--- src/rtl/swdiv_pkg.sv ---
package swdiv_pkg;
  // Strobes from control to datapath
  typedef struct packed {
    logic segLoad;  // start a new segment this edge
    logic fire;     // division complete: pulse next cycle
    logic clear;    // standby: hold everything idle
  } segStrobe_t;
endpackage

--- src/rtl/swdiv_datapath.sv ---
module swdiv_datapath
  import swdiv_pkg::*;
#(
  parameter int LEN_W = 14
) (
  input  logic             clk,
  input  logic             rst,
  input  segStrobe_t       strb,
  input  logic [LEN_W-1:0] segLen,
  output logic             segEnd,
  output logic             divPulse
);
  logic [LEN_W-1:0] segCnt;

  always_ff @(posedge clk) begin
    if (rst || strb.clear) begin
      segCnt   <= '0;
      divPulse <= 1'b0;
    end else begin
      divPulse <= strb.fire;
      if (strb.segLoad)
        segCnt <= segLen;
      else if (segCnt != '0)
        segCnt <= segCnt - 1'b1;
    end
  end

  assign segEnd = (segCnt == '0);
endmodule

--- src/rtl/swdiv_control.sv ---
module swdiv_control
  import swdiv_pkg::*;
#(
  parameter int MAIN_W  = 8,
  parameter int SWAL_W  = 6,
  parameter int PRE_LOG = 6,
  localparam int LEN_W  = MAIN_W + SWAL_W
) (
  input  logic              clk,
  input  logic              rst,
  input  logic              standby,
  input  logic              swallowMode,
  input  logic              halfModulus,
  input  logic [MAIN_W-1:0] mainWord,
  input  logic [SWAL_W-1:0] swallowWord,
  input  logic              segEnd,
  output segStrobe_t        strb,
  output logic [LEN_W-1:0]  segLen
);
  localparam int BIG_MOD   = 1 << PRE_LOG;
  localparam int SMALL_MOD = 1 << (PRE_LOG - 1);

  logic              primed;
  logic              curHalf;
  logic [MAIN_W-1:0] segRem;
  logic [SWAL_W-1:0] swRem;

  logic [MAIN_W-1:0] swExt, mainEff;
  logic [LEN_W-1:0]  baseNew, baseCur, firstLen, nextLen, directLen, directLoad;
  logic              terminal, nextSeg, startPeriod;

  always_comb begin
    swExt      = MAIN_W'(swallowWord);
    mainEff    = (mainWord <= swExt) ? swExt + 1'b1 : mainWord;
    baseNew    = halfModulus ? LEN_W'(SMALL_MOD) : LEN_W'(BIG_MOD);
    baseCur    = curHalf     ? LEN_W'(SMALL_MOD) : LEN_W'(BIG_MOD);
    firstLen   = baseNew + LEN_W'(swallowWord != '0) - LEN_W'(1);
    nextLen    = baseCur + LEN_W'(swRem != '0) - LEN_W'(1);
    directLen  = {mainWord, swallowWord};
    directLoad = (directLen < LEN_W'(2)) ? LEN_W'(1) : directLen - LEN_W'(1);

    terminal    = primed && segEnd && (segRem == '0);
    nextSeg     = primed && segEnd && (segRem != '0);
    startPeriod = !primed || terminal;

    if (startPeriod) segLen = swallowMode ? firstLen : directLoad;
    else             segLen = nextLen;

    strb.clear   = standby;
    strb.segLoad = !standby && (startPeriod || nextSeg);
    strb.fire    = !standby && terminal;
  end

  always_ff @(posedge clk) begin
    if (rst || standby) begin
      primed  <= 1'b0;
      curHalf <= 1'b0;
      segRem  <= '0;
      swRem   <= '0;
    end else if (startPeriod) begin
      primed  <= 1'b1;
      curHalf <= halfModulus;
      if (swallowMode) begin
        segRem <= mainEff - 1'b1;
        swRem  <= swallowWord - SWAL_W'(swallowWord != '0);
      end else begin
        segRem <= '0;
        swRem  <= '0;
      end
    end else if (nextSeg) begin
      segRem <= segRem - 1'b1;
      if (swRem != '0) swRem <= swRem - 1'b1;
    end
  end
endmodule

--- src/rtl/swallow_divider.sv ---
module swallow_divider
  import swdiv_pkg::*;
#(
  parameter int MAIN_W  = 8,
  parameter int SWAL_W  = 6,
  parameter int PRE_LOG = 6,
  localparam int LEN_W  = MAIN_W + SWAL_W
) (
  input  logic              clk,
  input  logic              rst,
  input  logic              standby,
  input  logic              swallowMode,
  input  logic              halfModulus,
  input  logic [MAIN_W-1:0] mainWord,
  input  logic [SWAL_W-1:0] swallowWord,
  output logic              divPulse
);
  segStrobe_t       strb;
  logic [LEN_W-1:0] segLen;
  logic             segEnd;

  swdiv_control #(.MAIN_W(MAIN_W), .SWAL_W(SWAL_W), .PRE_LOG(PRE_LOG)) ctrl (
    .clk(clk), .rst(rst), .standby(standby), .swallowMode(swallowMode),
    .halfModulus(halfModulus), .mainWord(mainWord), .swallowWord(swallowWord),
    .segEnd(segEnd), .strb(strb), .segLen(segLen)
  );

  swdiv_datapath #(.LEN_W(LEN_W)) dp (
    .clk(clk), .rst(rst), .strb(strb), .segLen(segLen),
    .segEnd(segEnd), .divPulse(divPulse)
  );
endmodule

--- config.mk ---
export PLATFORM = sky130hd
export DESIGN_NAME = swallow_divider
export DESIGN_NICKNAME = d
export VERILOG_FILES = /design/src/rtl/swdiv_pkg.sv /design/src/rtl/swdiv_datapath.sv /design/src/rtl/swdiv_control.sv /design/src/rtl/swallow_divider.sv
export SDC_FILE = /design/constraint.sdc
export NUM_CORES = 1
export LEC_CHECK = 0
export CORE_ASPECT_RATIO = 1.75
export CORE_MARGIN = 2
export CORE_UTILIZATION = 60
export DETAILED_ROUTE_END_ITERATION = 10
export DONT_BUFFER_PORTS = 1
export PLACE_DENSITY = 0.82
export SETUP_SLACK_MARGIN = 0.15
export SKIP_LAST_GASP = 1
export SYNTH_ARGS = -nofsm -noshare
export SYNTH_HDL_FRONTEND = slang
export SYNTH_SLANG_ARGS = --single-unit
export TNS_END_PERCENT = 20
--- constraint.sdc ---
create_clock -name clk -period 8.9 [get_ports clk]
set_input_delay 1.78 -clock clk [delete_from_list [all_inputs] [get_ports clk]]
set_output_delay 1.78 -clock clk [all_outputs]
set_load 0.005 [all_outputs]
==> reports/metrics.yaml <==
status: "complete, no violations"
ctsLongestPathBuffers: 2
slew-limit-headroom_pct: 32.8
r2r_start: "dp.segCnt[0]$_SDFFE_PP0P_"
die_y_um: 95.5
setup_ws_ns: 3.66
final_cell_mix: "35 x nand2_1, 32 x a21oi_1, 31 x dfxtp_1"
rrSetupSlack_ns: 5.84
synth.yosys.warnings: 0
tightest_slew_ns: 1.01
nNetsFinal: 403
cts_hold_buf: 0
grt-ovfl-total: 0
numCtsBuffers: 5
critPathLaunch: "swallowWord[4]"
netlist_instances: 380
drive_above_1_share_pct: 7.34
critPathArrivalTime_ns: 5.47
maxSlewViolCount: 0
htree_levels: 2
ir_drop_mv: 0.106
synth_seq_area_share_pct: 21.6
diodes: 0
die_area_mm2: 0.00537
synth_area_mm2: 0.00287
route.met2.wl_um: 4360
hpwl_um: 6250
dp_slack_ns: 3.38
grt_pass1_vias: 2659
hold_viol: 0
setup_viol: 0
worst_hold_path_type: "flip-flop to flip-flop"
synth_fa_ha_area_share_pct: 7.41
yosys.area.top_type_share_pct: 21.6
top_layer_used: "met4"
synth-xor-area-share_pct: 10.1
wl_met3_um: 391
synthToLayoutAreaGrowth_pct: 1.26
critPathLaunchType: "primary input"
boundaryPins: 20
r2r_cells: 7
p_leak_nw: 1.11
synth_top_family_by_area: "simple AND/OR/NAND/NOR gates"
io_buffers: 0
synth_nets: 416
die_x_um: 56.3
synthFlopType: "dfxtp_1"
tns_ns: 0
route.layer.met1.wl_um: 2860
net-switching-power_mw: 0.174
antenna_found_initial: 0
synth_edf_count: 0
clock-sinks: 31
rsz0062_at_grt: "no"
critPathCaptureType: "flip-flop"
regToRegEndpoint: "ctrl.segRem[7]$_SDFFE_PP0N_"
worstSetupPathType: "primary input to flip-flop"
switching_share_pct: 37.2
start_util_pct: 61.5
grt_max_degree: 22
rows: 33
insertion_delay_ns: 0.29
synth-simple-area-share_pct: 27.8
ant_nets: 0
ys_ff_latch: 31
drt_first_pass_iters: 7
cp_max_fo: 11
p_int_mw: 0.294
gp_congestion: 0.951
wl_um: 7980
hold_ws_ns: 0.454
cts_setup_buffers: 0
drt_iter0_drc: 147
period_share_pct: 58.9
clockPowerShare_pct: 26.3
synthArstFlopShare_pct: 0
yosysUniqueCellTypes: 66
p_seq_share_pct: 34.6
cp.required_ns: 9.13
syn_avg_cell_area_um2: 7.55
pwr-share-comb_pct: 39.1
power.density_mw_per_mm2: 161
postCtsResizedCells: 0
fin_crit_ns: 5.24
cts_tree: "yes"
synthTopCellsByArea: "dfxtp_1 22%, ha_1 7.4%, xnor2_1 7.0%"
synth-compound-area-share_pct: 22.8
track_usage_pct: 30.3
fmax_mhz: 191
cp-endpoint: "ctrl.segRem[6]$_SDFFE_PP0N_"
coreArea_mm2: 0.00467
drc: 0
clock_skew_ns: 0.00516
drt-vias-per-instance: 6.63
final_common_cell: "nand2_1"
min_from: "ctrl.curHalf$_SDFFE_PP0N_"
grt_pass1_wl_um: 12600
dpl-instance-area_mm2: 0.00281
maxCapViolCount: 0
fin_area_mm2: 0.00291
cts_root_buf: "clkbuf_8"
synthMuxAreaShare_pct: 2.83
clkSlewWorstSetupHoldPaths_ns: 0.07
yosysTopAreaCell: "dfxtp_1"
wl_per_cell_um: 19.0
num_vias: 2784
power groups by stage:
stage	registers [mW]	logic, mW	clock network [mW]
after detailed placement	0.165	0.180	0
after global placement	0.164	0.176	0
final	0.162	0.183	0.123
after floorplan	0.161	0.156	0
after CTS	0.162	0.181	0.123
after global routing	0.163	0.200	0.130
registers in the layout, indices dropped and copies added (netlist names):
signal and cells:
dp.segCnt 14, ctrl.segRem 8, ctrl.swRem 6, ctrl.curHalf 1, ctrl.primed 1, dp.divPulse 1
cells in the mapped netlist, types with 3 or more instances:
master	n
a22oi_1	5
o211ai_1	8
or4_1	4
xor2_1	10
buf_6	3
o31ai_1	6
dfxtp_1	31
ha_1	17
nand3_1	17
a31oi_1	6
nand4_1	4
and2_1	4
nor4_1	6
clkbuf_1	11
mux2i_1	7
nor3_1	18
nand2_1	35
a21oi_1	32
xnor2_1	23
nand3b_1	3
o21ai_0	19
nand2b_1	5
inv_1	20
nor2_1	30
cell type report:
type | count | area [um2]
clock buffers | 8 | 100
multi-input cells | 307 | 2030
flip-flops and latches | 31 | 621
inverters | 21 | 78.8
well taps | 52 | 65.1
fillers | 437 | 1760
repair buffers | 1 | 7.51
worst max-delay path, cell delays in order:
cell and delay, ns:
clkinv_1 0.19, ha_1 0.37, nor4bb_1 0.34, o211ai_1 0.14, a21oi_1 0.82, mux2i_1 0.32, ha_1 0.34, or4b_2 0.61
a31o_2 0.22, a31oi_1 0.14, o221a_2 0.20
worst min-delay path by stage:
stage / to / slack [ns] / cells past startpoint
finish: ctrl.curHalf$_SDFFE_PP0N_ / 0.45 / 2
global route: ctrl.swRem[5]$_SDFFE_PP0P_ / 0.49 / 2
CTS: ctrl.curHalf$_SDFFE_PP0N_ / 0.45 / 2
detailed placement: ctrl.curHalf$_SDFFE_PP0N_ / 0.45 / 2
global placement: ctrl.curHalf$_SDFFE_PP0N_ / 0.44 / 2
floorplan: ctrl.curHalf$_SDFFE_PP0N_ / 0.43 / 2
through the flow:
step / util, % / power [mW] / cells
5_1_grt: 62.3 / 0.494 / 420
6_report: 62.3 / 0.469 / 420
3_5_place_dp: 60.2 / 0.344 / 412
4_1_cts: 62.3 / 0.465 / 420
3_3_place_gp: 60.2 / 0.340 / 412
2_1_floorplan: - / 0.317 / 380
routing by layer:
| metal | global-route usage (%) | vias to the layer above |
|---|---|---|
| li1 | - | 1357 |
| met1 | 29.7 | 1301 |
| met2 | 59.6 | 96 |
| met3 | 4.34 | 30 |
| met4 | 15.9 | 0 |
| met5 | 0 | - |
cells by family (layout without fill, tap and decap cells):
group | count (synthesis) | after routing
DFF | 31 | 31
buffers and inverters | 42 | 30
muxes | 8 | 8
adders and majority gates | 17 | 17
and+or+nand+nor | 149 | 149
AOI/OAI and AO/OA | 100 | 100
xor gates and xnor gates | 33 | 33
No activity file was read; power rests on OpenSTA's default activity.
